<file path="src/rtl/uart_tx_pkg.sv">
package uart_tx_pkg;

    localparam int BYTE_W = 8;
    localparam int OSC_W  = 4;

    typedef enum logic [2:0] {
        TX_IDLE,
        TX_ARM,
        TX_START,
        TX_DATA,
        TX_PARITY,
        TX_STOP
    } tx_state_e;

    typedef struct packed {
        logic [1:0] wlen;
        logic       par_on;
        logic       par_even;
        logic       stop2;
    } frame_cfg_t;

    // Terminal count of the oversampling divider: factor minus one.
    function automatic logic [OSC_W-1:0] os_limit(input logic [1:0] sel);
        unique case (sel)
            2'b01:   os_limit = 4'd7;
            2'b10:   os_limit = 4'd3;
            default: os_limit = 4'd15;
        endcase
    endfunction

    // Mask that keeps the low 5..8 bits of a byte.
    function automatic logic [BYTE_W-1:0] len_mask(input logic [1:0] wlen);
        len_mask = 8'hFF >> (2'd3 - wlen);
    endfunction

endpackage

</file>
<file path="src/rtl/uart_tx_bitclk.sv">
module uart_tx_bitclk
    import uart_tx_pkg::*;
(
    input  logic       clk,
    input  logic       rst_n,
    input  logic       baud_tick,
    input  logic [1:0] os_sel,
    output logic       bit_tick
);

    logic [OSC_W-1:0] cnt_q;
    logic [OSC_W-1:0] limit;
    logic             wrap;

    assign limit    = os_limit(os_sel);
    assign wrap     = (cnt_q >= limit);
    assign bit_tick = baud_tick && wrap;

    always_ff @(posedge clk or negedge rst_n) begin
        if (!rst_n) begin
            cnt_q <= '0;
        end else if (baud_tick) begin
            if (wrap) cnt_q <= '0;
            else      cnt_q <= cnt_q + 1'b1;
        end
    end

endmodule

</file>
<file path="src/rtl/uart_tx_fifo.sv">
module uart_tx_fifo #(
    parameter int W     = 8,
    parameter int DEPTH = 64
) (
    input  logic                       clk,
    input  logic                       rst_n,
    input  logic                       flush,
    input  logic                       single,
    input  logic                       push,
    input  logic [W-1:0]               push_data,
    input  logic                       pop,
    output logic [W-1:0]               pop_data,
    output logic [$clog2(DEPTH):0]     count,
    output logic                       full,
    output logic                       empty
);

    localparam int AW = $clog2(DEPTH);
    localparam int CW = AW + 1;
    localparam logic [AW-1:0] LAST = AW'(DEPTH - 1);

    logic [W-1:0]  mem [DEPTH];
    logic [AW-1:0] wr_ptr, rd_ptr;
    logic [CW-1:0] cnt_q;
    logic          push_ok, pop_ok;

    assign empty    = (cnt_q == '0);
    assign full     = single ? !empty : (cnt_q == CW'(DEPTH));
    assign push_ok  = push && !full && !flush;
    assign pop_ok   = pop && !empty && !flush;
    assign pop_data = mem[rd_ptr];
    assign count    = cnt_q;

    always_ff @(posedge clk) begin
        if (push_ok) mem[wr_ptr] <= push_data;
    end

    always_ff @(posedge clk or negedge rst_n) begin
        if (!rst_n) begin
            wr_ptr <= '0;
            rd_ptr <= '0;
            cnt_q  <= '0;
        end else if (flush) begin
            wr_ptr <= '0;
            rd_ptr <= '0;
            cnt_q  <= '0;
        end else begin
            if (push_ok) wr_ptr <= (wr_ptr == LAST) ? '0 : wr_ptr + 1'b1;
            if (pop_ok)  rd_ptr <= (rd_ptr == LAST) ? '0 : rd_ptr + 1'b1;
            unique case ({push_ok, pop_ok})
                2'b10:   cnt_q <= cnt_q + 1'b1;
                2'b01:   cnt_q <= cnt_q - 1'b1;
                default: cnt_q <= cnt_q;
            endcase
        end
    end

endmodule

</file>
<file path="src/rtl/uart_tx_serializer.sv">
module uart_tx_serializer
    import uart_tx_pkg::*;
(
    input  logic              clk,
    input  logic              rst_n,
    input  logic              bit_tick,
    input  logic              have_data,
    input  logic [BYTE_W-1:0] load_data,
    input  frame_cfg_t        cfg_in,
    output logic              pop,
    output logic              txd,
    output logic              busy
);

    tx_state_e         state_q, state_d;
    frame_cfg_t        cfg_q;
    logic [BYTE_W-1:0] shreg_q;
    logic [2:0]        bit_cnt_q;
    logic              stop_cnt_q;
    logic              par_q;
    logic              last_data;
    logic              last_stop;
    logic [BYTE_W-1:0] masked;

    assign masked    = load_data & len_mask(cfg_in.wlen);
    assign last_data = (bit_cnt_q == ({1'b0, cfg_q.wlen} + 3'd4));
    assign last_stop = !cfg_q.stop2 || stop_cnt_q;

    // State register
    always_ff @(posedge clk or negedge rst_n) begin
        if (!rst_n) state_q <= TX_IDLE;
        else        state_q <= state_d;
    end

    // Transitions
    always_comb begin
        state_d = state_q;
        unique case (state_q)
            TX_IDLE:   if (have_data) state_d = TX_ARM;
            TX_ARM:    if (bit_tick)  state_d = TX_START;
            TX_START:  if (bit_tick)  state_d = TX_DATA;
            TX_DATA:   if (bit_tick && last_data)
                           state_d = cfg_q.par_on ? TX_PARITY : TX_STOP;
            TX_PARITY: if (bit_tick)  state_d = TX_STOP;
            TX_STOP:   if (bit_tick && last_stop)
                           state_d = have_data ? TX_START : TX_IDLE;
            default:   state_d = TX_IDLE;
        endcase
    end

    // Outputs
    always_comb begin
        txd  = 1'b1;
        pop  = 1'b0;
        busy = 1'b1;
        unique case (state_q)
            TX_IDLE: begin
                busy = 1'b0;
                pop  = have_data;
            end
            TX_ARM:    txd = 1'b1;
            TX_START:  txd = 1'b0;
            TX_DATA:   txd = shreg_q[0];
            TX_PARITY: txd = par_q;
            TX_STOP:   pop = bit_tick && last_stop && have_data;
            default:   busy = 1'b0;
        endcase
    end

    // Shift datapath
    always_ff @(posedge clk or negedge rst_n) begin
        if (!rst_n) begin
            cfg_q      <= '0;
            shreg_q    <= '0;
            bit_cnt_q  <= '0;
            stop_cnt_q <= 1'b0;
            par_q      <= 1'b0;
        end else if (pop) begin
            cfg_q      <= cfg_in;
            shreg_q    <= masked;
            bit_cnt_q  <= '0;
            stop_cnt_q <= 1'b0;
            par_q      <= cfg_in.par_even ? (^masked) : ~(^masked);
        end else if (bit_tick) begin
            if (state_q == TX_DATA) begin
                shreg_q   <= shreg_q >> 1;
                bit_cnt_q <= bit_cnt_q + 3'd1;
            end
            if (state_q == TX_STOP) stop_cnt_q <= 1'b1;
        end
    end

endmodule

</file>
<file path="src/rtl/uart_tx_core.sv">
module uart_tx_core
    import uart_tx_pkg::*;
#(
    parameter int FIFO_DEPTH = 64
) (
    input  logic        clk,
    input  logic        rst_n,
    input  logic        baud_tick,
    input  logic        fifo_en,
    input  logic [1:0]  os_sel,
    input  logic [1:0]  word_len,
    input  logic        parity_en,
    input  logic        parity_even,
    input  logic        two_stop,
    input  logic [1:0]  trig_sel,
    input  logic        thre_ie,
    input  logic        wr_en,
    input  logic [7:0]  wr_data,
    input  logic        fifo_clr,
    output logic        txd,
    output logic        thr_empty,
    output logic        tx_empty,
    output logic        thre_irq
);

    localparam int CNT_W = $clog2(FIFO_DEPTH) + 1;
    localparam logic [CNT_W-1:0] TRIG_A = CNT_W'(FIFO_DEPTH / 8);
    localparam logic [CNT_W-1:0] TRIG_B = CNT_W'(FIFO_DEPTH / 4);
    localparam logic [CNT_W-1:0] TRIG_C = CNT_W'(FIFO_DEPTH / 2);
    localparam logic [CNT_W-1:0] TRIG_D = CNT_W'(FIFO_DEPTH - FIFO_DEPTH / 8);
    localparam logic [CNT_W-1:0] ONE    = CNT_W'(1);

    logic              mode_q;
    logic              flush;
    logic              bit_tick;
    logic              tx_pop;
    logic              tx_busy;
    logic              fifo_full, fifo_empty;
    logic [CNT_W-1:0]  fifo_count;
    logic [BYTE_W-1:0] fifo_head;
    logic [CNT_W-1:0]  trig_lvl;
    logic              push_ok;
    logic              irq_event;
    logic              irq_pend_q;
    frame_cfg_t        cfg;

    assign cfg = '{wlen: word_len, par_on: parity_en, par_even: parity_even, stop2: two_stop};

    always_ff @(posedge clk or negedge rst_n) begin
        if (!rst_n) mode_q <= 1'b0;
        else        mode_q <= fifo_en;
    end

    assign flush = fifo_clr || (fifo_en != mode_q);

    uart_tx_bitclk u_bitclk (
        .clk       (clk),
        .rst_n     (rst_n),
        .baud_tick (baud_tick),
        .os_sel    (os_sel),
        .bit_tick  (bit_tick)
    );

    uart_tx_fifo #(.W(BYTE_W), .DEPTH(FIFO_DEPTH)) u_fifo (
        .clk       (clk),
        .rst_n     (rst_n),
        .flush     (flush),
        .single    (!mode_q),
        .push      (wr_en),
        .push_data (wr_data),
        .pop       (tx_pop),
        .pop_data  (fifo_head),
        .count     (fifo_count),
        .full      (fifo_full),
        .empty     (fifo_empty)
    );

    uart_tx_serializer u_ser (
        .clk       (clk),
        .rst_n     (rst_n),
        .bit_tick  (bit_tick),
        .have_data (!fifo_empty && !flush),
        .load_data (fifo_head),
        .cfg_in    (cfg),
        .pop       (tx_pop),
        .txd       (txd),
        .busy      (tx_busy)
    );

    always_comb begin
        unique case (trig_sel)
            2'b00:   trig_lvl = TRIG_A;
            2'b01:   trig_lvl = TRIG_B;
            2'b10:   trig_lvl = TRIG_C;
            default: trig_lvl = TRIG_D;
        endcase
    end

    assign push_ok   = wr_en && !fifo_full && !flush;
    assign irq_event = mode_q && tx_pop && !push_ok &&
                       ((fifo_count == trig_lvl) || (fifo_count == ONE));

    always_ff @(posedge clk or negedge rst_n) begin
        if (!rst_n)         irq_pend_q <= 1'b0;
        else if (flush)     irq_pend_q <= 1'b0;
        else if (irq_event) irq_pend_q <= 1'b1;
        else if (push_ok)   irq_pend_q <= 1'b0;
    end

    assign thr_empty = fifo_empty;
    assign tx_empty  = fifo_empty && !tx_busy;
    assign thre_irq  = thre_ie && (mode_q ? irq_pend_q : fifo_empty);

endmodule

</file>
<file path="config.mk">
export PLATFORM = sky130hd
export DESIGN_NAME = uart_tx_core
export DESIGN_NICKNAME = d
export VERILOG_FILES = /design/src/rtl/uart_tx_pkg.sv /design/src/rtl/uart_tx_bitclk.sv /design/src/rtl/uart_tx_fifo.sv /design/src/rtl/uart_tx_serializer.sv /design/src/rtl/uart_tx_core.sv
export SDC_FILE = /design/constraint.sdc
export NUM_CORES = 1
export LEC_CHECK = 0
export ABC_CLOCK_PERIOD_IN_PS = 3100
export BUFFER_PORTS_ARGS = -buffer_cell sky130_fd_sc_hd__buf_2
export CAP_MARGIN = 25
export CORE_MARGIN = 4
export CORE_UTILIZATION = 40
export DETAILED_ROUTE_END_ITERATION = 16
export PLACE_DENSITY = 0.66
export SLEW_MARGIN = 10
export SYNTH_ARGS = -nofsm -noshare
export SYNTH_HDL_FRONTEND = slang
export SYNTH_SLANG_ARGS = --single-unit
export TNS_END_PERCENT = 100
</file>
<file path="constraint.sdc">
create_clock -name clk -period 3.1 [get_ports clk]
set_input_delay 0.62 -clock clk [delete_from_list [all_inputs] [get_ports clk]]
set_output_delay 0.62 -clock clk [all_outputs]
set_load 0.05 [all_outputs]
</file>
Word-level counts from Yosys, hierarchy flattened. Memories as Yosys holds them, arrays and structs flattened. Cells that the tools add are included.

Multipliers: 0. Reductions and logical operators: 38. Shift operators: 1. Bitwise logic cells: 2. Order comparisons: 1. Divide/modulo/power cells: 0. Add/sub/neg operators: 8. Equality and inequality tests: 24. Multiplexer cells: 40.

Operator list (count): $mux 6 (6); $mux 3 (9); $mux 8 (3); $pmux 3 s6 (1); $pmux 6 s3 (1); $logic_and 1x1->1 (14); $pmux 7 s2 (1); $mux 1 (13); $add 6x1->6 const B (2); $eq 6x6->1 const B (2); $ne 2x1->1 const B (6); $reduce_bool 2->1 (5); $and 8x8->8 (1); $pmux 4 s2 (1); $reduce_xor 8->1 (1); $shr 8x2->8 const A (1); $add 7x1->7 const B (1); $eq 7x1->1 const B (1); $eq 7x7->1 (1); $eq 7x7->1 const B (1); $logic_not 7->1 (1); $mux 7 (1); $sub 7x1->7 const B (1); $eq 2x1->1 const B (3); 24 further kinds (37).

Bits of input ports: 24. Bits in registers: 45. Memory bits (writable): 512. Memory bits (read-only): 0. Memories kept: 1. Latch bits: 0.

Memories: u_fifo.mem (words 64, width 8, read ports 1, clocked after Yosys merged registers in 0, wr ports 1, line uart_tx_fifo.sv:22) `logic [W-1:0] mem [DEPTH];`.

Logic depth before layout (Yosys ltp).
Word-level depth: 12. Depth in mapped cells: 15.

Hierarchy. From an unflattened synthesis, not the netlist that was laid out.

Cell total of the unflattened synthesis: 1349. Area, all modules: 22992.1 µm².

By module, submodules not included: uart_tx_fifo (cells each 1179, instances 1, sequential area each 15850.2 µm², area an instance 21345.5 µm²); uart_tx_serializer (cells each 116, instances 1, sequential area each 500.5 µm², area an instance 1152.4 µm²); uart_tx_bitclk (cells each 29, instances 1, sequential area each 100.1 µm², area an instance 279.0 µm²); uart_tx_core (cells each 25, instances 1, sequential area each 50.0 µm², area an instance 215.2 µm²).

Worst setup path after synthesis. OpenSTA, ideal clock, no wires.

Path type: flip-flop to flip-flop. From: register u_fifo.cnt_q[1] (netlist: u_fifo.count[1]). To: memory u_fifo.mem[58][0], enable pin. Data arrival time: 3.058 ns. Required time: 2.729 ns. Stages on the path, launching flop included: 10. Path buffers: 0. Path slack: -0.329 ns. Path through: dfrtp_1 > inv_1 > ha_1 > or4b_2 > nand2b_1 > inv_1 > o21ai_1 > nor3_1 > nand3b_1 > nor2_1.

Word-level cells in the longest chain between the ends: 8. Elaborated cells between the ends (all ways): 9.

Ends and longest elaborated chain: from (decl) (line uart_tx_fifo.sv:24) `logic [CW-1:0] cnt_q;`; from (signal assigned) (line uart_tx_fifo.sv:51) `2'b10: cnt_q <= cnt_q + 1'b1;`; from (signal assigned) (line uart_tx_fifo.sv:52) `2'b01: cnt_q <= cnt_q - 1'b1;`; from (signal assigned) (line uart_tx_fifo.sv:53) `default: cnt_q <= cnt_q;`; $logic_not 7->1 (line uart_tx_fifo.sv:27) `assign empty = (cnt_q == '0);`; named net thr_empty (line uart_tx_core.sv:21) `output logic thr_empty,`; $logic_not 1->1 (line uart_tx_fifo.sv:28) `assign full = single ? !empty : (cnt_q == CW'(DEPTH));`; $mux 1 (line uart_tx_fifo.sv:28); $logic_not 1->1 (line uart_tx_fifo.sv:29) `assign push_ok = push && !full && !flush;`; $logic_and 1x1->1 (2 in series) (line uart_tx_fifo.sv:29); $mux 1 (line uart_tx_fifo.sv:35) `if (push_ok) mem[wr_ptr] <= push_data;`; $mux 1 (not written as such) (line uart_tx_fifo.sv:35); to (decl) (line uart_tx_fifo.sv:22).

The timed path passes the listed nets, and every way through them passes these cells.

Worst setup path in the final report.
From: register u_fifo.rd_ptr[0]. To: register u_ser.par_q.

Word-level cells in the longest chain between the ends: 5.

Ends and longest elaborated chain: from (decl) (line uart_tx_fifo.sv:23) `logic [AW-1:0] wr_ptr, rd_ptr;`; from (signal assigned) (line uart_tx_fifo.sv:49) `if (pop_ok) rd_ptr <= (rd_ptr == LAST) ? '0 : rd_ptr + 1'b1;`; $mem_v2 64x8 (*); $and 8x8->8 (*) (line uart_tx_serializer.sv:25) `assign masked = load_data & len_mask(cfg_in.wlen);`; $reduce_xor 8->1 (*) (line uart_tx_serializer.sv:83) `par_q <= cfg_in.par_even ? (^masked) : ~(^masked);`; $not 1->1 (line uart_tx_serializer.sv:83); $mux 1 (*) (line uart_tx_serializer.sv:83); to (signal assigned) (line uart_tx_serializer.sv:83); to (decl) (line uart_tx_serializer.sv:20) `logic par_q;`.

Every way passes the cells marked *; elsewhere a longest branch is shown, timed or not. A chain may end at the register's enable or synchronous reset.

==> impl_metrics.csv <==
group,metric,value,unit
synthesis,postSynthCellCount,1198,
synthesis,part_of_the_yosys_area_used_for_sequential_elements,72.3,%
synthesis,synth_fp_nets,1234,
synthesis,yosys_warnings,0,
clocking,total_cts_buffers,55,
route,number_of_nets_with_antenna_violations_after_detailed_routing,0,
worst_setup_path,critPathMaxFanout,8,
grt,grt_pass1_vias,12300,
pwr,ir_drop,0.000468,V
final_layout,post_route_cells_drive_above_1_share,32.5,%
timing,final-setup-viol-count,1,
worst_setup_path,worst_setup_path_end_kind,"flop",
clocking,tritoncts,"built",
die,design.portCount,28,
synthesis,synth-seq-cells,557,
clocking,ctsRootBufferMaster,"clkbuf_16",
final_layout,most-common-layout-cells,"edfxtp_1, buf_4, mux4_2",
clocking,cts.reportedPaths.clkPinSlew,0.06,ns
worst_setup_path,critical_path_arrival,3.63,ns
place,gp_routability_congestion,0.832,
timing,grt_setup_unrepaired,"true",
clocking,cts-root-to-sink-buffers,3,
die,dieWidth,247,µm
min_path,hold_path_class,"primary input to asynchronous set/reset pin",
grt,grt_start_max_net_pins,65,
die,fp.dieH,247,µm
timing,setup_slack_of_the_critical_path_after_layout,-0.0395,ns
die,floorplan.die_area,60900,µm²
run,max_cap_violations,0,
timing,report.final.hold_viol_count,0,
die,rows,87,
synthesis,post_synth_xor_area_fraction,0.861,%
place,dp_slack,-0.347,ns
route,drt_first_iter_violations,1158,
final_layout,final_cell_area,27100,µm²
status,violations_in_the_final_reports,"negative setup slack",
route,top_layer_reached_by_signal_wires,"met4",
final_layout,layout-area-overhead-vs-synth,18.7,%
final_layout,fillerInstances,4702,
worst_setup_path,start_kind,"flop",
synthesis,synth_area,22800,µm²
clocking,number_of_h_tree_levels,2,
pwr,power.density,581,nW/µm²
synthesis,synth_edf_count,512,
grt,grt_util_all_layers,17.7,%
route,wirelength_met1,22600,µm
final_layout,nNetsFinal,1431,
place,place_area,24800,µm²
place,dpl_hpwl,34100,µm
final_layout,most_frequent_standard_cell_in_the_layout_excluding_fill_and_tap_cells,"edfxtp_1",
pwr,totalPowerFinal,0.0157,W
worst_setup_path,cells_on_worst_reg2reg_path,11,
timing,tightestPinTransition,0.753,ns
route,postRouteWirelength,53600,µm
clocking,cts.sink_count,557,
synthesis,synth.mux.area_fraction,15.0,%
grt,grt_first_pass_wirelength,79900,µm
synthesis,main_combinational_cell_family_by_area_after_synthesis,"multiplexers",
route,route.met2.wl,25600,µm
timing,finalMaxSlewViolations,0,
route,vias,12100,
die,placeableCoreArea,56400,µm²
synthesis,most_common_flop_cell_mapped_by_yosys,"edfxtp_1",
timing,slew_hr,49.8,%
timing,final.setup_skew,0.0268,ns
clocking,worst_skew_pair.late_latency,0.63,ns
status,result_of_the_run,"finished, violations left",
route,route.detailed.drc,0,
synthesis,synth_cell_types,68,
place,port_buffers,27,
pwr,leakage,8.87,nW
route,initial_drt_pass_iterations,5,
route,met3_wirelength,4010,µm
grt,number_of_antenna_violations_at_the_first_check_in_global_routing,0,
worst_setup_path,worstSetupPathType,"flop to flop",
final_layout,antennaDiodeCount,0,
synthesis,postSynth.asyncResetShare,8.08,%
die,start_util,40.4,%
synthesis,synth-compound-area-share,3.74,%
synthesis,avgSynthCellArea,19.0,µm²
timing,fmaxAchievable,319,MHz
grt,grt_overflow,0,
route,viasPerCell,5.52,
worst_setup_path,timing.critical_path.required,3.59,ns
timing,period_minus_ws_final,3.14,ns
synthesis,post_synth_and_or_nand_nor_area_fraction,4.90,%
route,wl_per_cell,24.4,µm
timing,layout_worst_path_cycle_share,101,%
synthesis,synth_adder_area_share,0.658,%
## final cells by class
class | count | area, µm² | area share, %
inverter | 11 | 45.0 | 0.166
clock inverter | 32 | 385 | 1.42
sequential | 557 | 16500 | 61.0
clock buffer | 71 | 1440 | 5.30
tap | 756 | 946 | 3.49
multi-input combinational | 560 | 6020 | 22.2
timing repair buffer | 210 | 1740 | 6.44
## path summary, 6_finish.rpt
check                                    endpoint  slack [ns]             start
max in group asynchronous       u_bitclk.cnt_q[3]        2.33             rst_n
min in group clk                           mode_q        0.15           fifo_en
worst max register to register        u_ser.par_q       -0.04  u_fifo.rd_ptr[0]
worst max-delay path                  u_ser.par_q       -0.04  u_fifo.rd_ptr[0]
worst min register to register     u_ser.cfg_q[2]        0.49    u_ser.cfg_q[2]
worst min-delay path              u_fifo.count[5]        0.05             rst_n
## metrics by stage
stage               util, %  setup TNS [ns]  instances  hold slack [ns]
global placement       44.0          -0.367       2070            0.464
floorplan                 -               0       1198            0.324
CTS                    47.8         -0.0963       2195           0.0265
detailed placement     44.0          -0.347       2071            0.477
finish                 48.0         -0.0395       2197           0.0456
global route           48.0          -0.127       2197           0.0665
## registers in the layout, summed over array words and instances, names as in the netlist
signal,flops
irq_pend_q,1
mode_q,1
u_bitclk.cnt_q,4
u_fifo.count,7
u_fifo.mem,512
u_fifo.rd_ptr,6
u_fifo.wr_ptr,6
u_ser.bit_cnt_q,3
u_ser.cfg_q,4
u_ser.par_q,1
u_ser.shreg_q,8
u_ser.state_q,3
u_ser.stop_cnt_q,1
## critical path, cell delays in order (launching register included)
cell	delay, ns
dfrtp_4	0.52
buf_12	0.18
buf_6	0.11
mux4_1	0.52
mux4_2	0.49
nand2b_4	0.17
o311ai_4	0.08
o22a_2	0.20
xnor3_1	0.34
xnor2_2	0.15
xnor2_1	0.17
o21ai_1	0.08
## cell usage after synthesis (all sizes together), types with 5 or more instances
cell      n  area (µm²)
nand3b    5        37.5
nor2b    10        62.6
xnor2    10        95.1
mux2i     9        90.1
buf      42         402
a21oi    33         165
a22oi    24         180
xor2      9        78.8
nor4      5        43.8
nor2    108         405
nand2    47         179
nand3    17        85.1
and3      6        37.5
o21ai    29         145
a211oi    6        50.1
ha       12         150
edfxtp  512       15400
clkbuf   28         116
nand2b   10        62.6
a31oi     6        37.5
mux4    137        3190
or3       5        31.3
inv      11        41.3
dfrtp    45        1130
mux2     13         146
nor3      8        40.0
## report_power, final
group,switching [W],leakage [nW],internal [W]
combinational,0.000446,2.79,0.000265
clock,0.00279,0.877,0.00388
sequential,0.0000863,5.20,0.00827
## routing by layer
layer	GRT usage [%]	vias up
met5	0	-
met3	4.39	100
li1	-	5264
met4	5.44	0
met2	28.1	466
met1	24.3	6307
## what timing repair did
action	4_1_cts	5_1_grt
resized for setup	23	39
gates cloned	1	0
buffers inserted	21	6
hold buffers	0	0
pin swaps	11	17
endpoints found under the setup margin	2	3
endpoints found under the hold margin	0	0
## cells by family after synthesis
group | after synthesis
xor gates and xnor gates | 20
muxes | 159
buffers and inverters | 81
AOI/OAI and AO/OA | 131
and+or+nand+nor | 238
adders and majority gates | 12
DFF | 557
(Power assumes the default switching activity.)
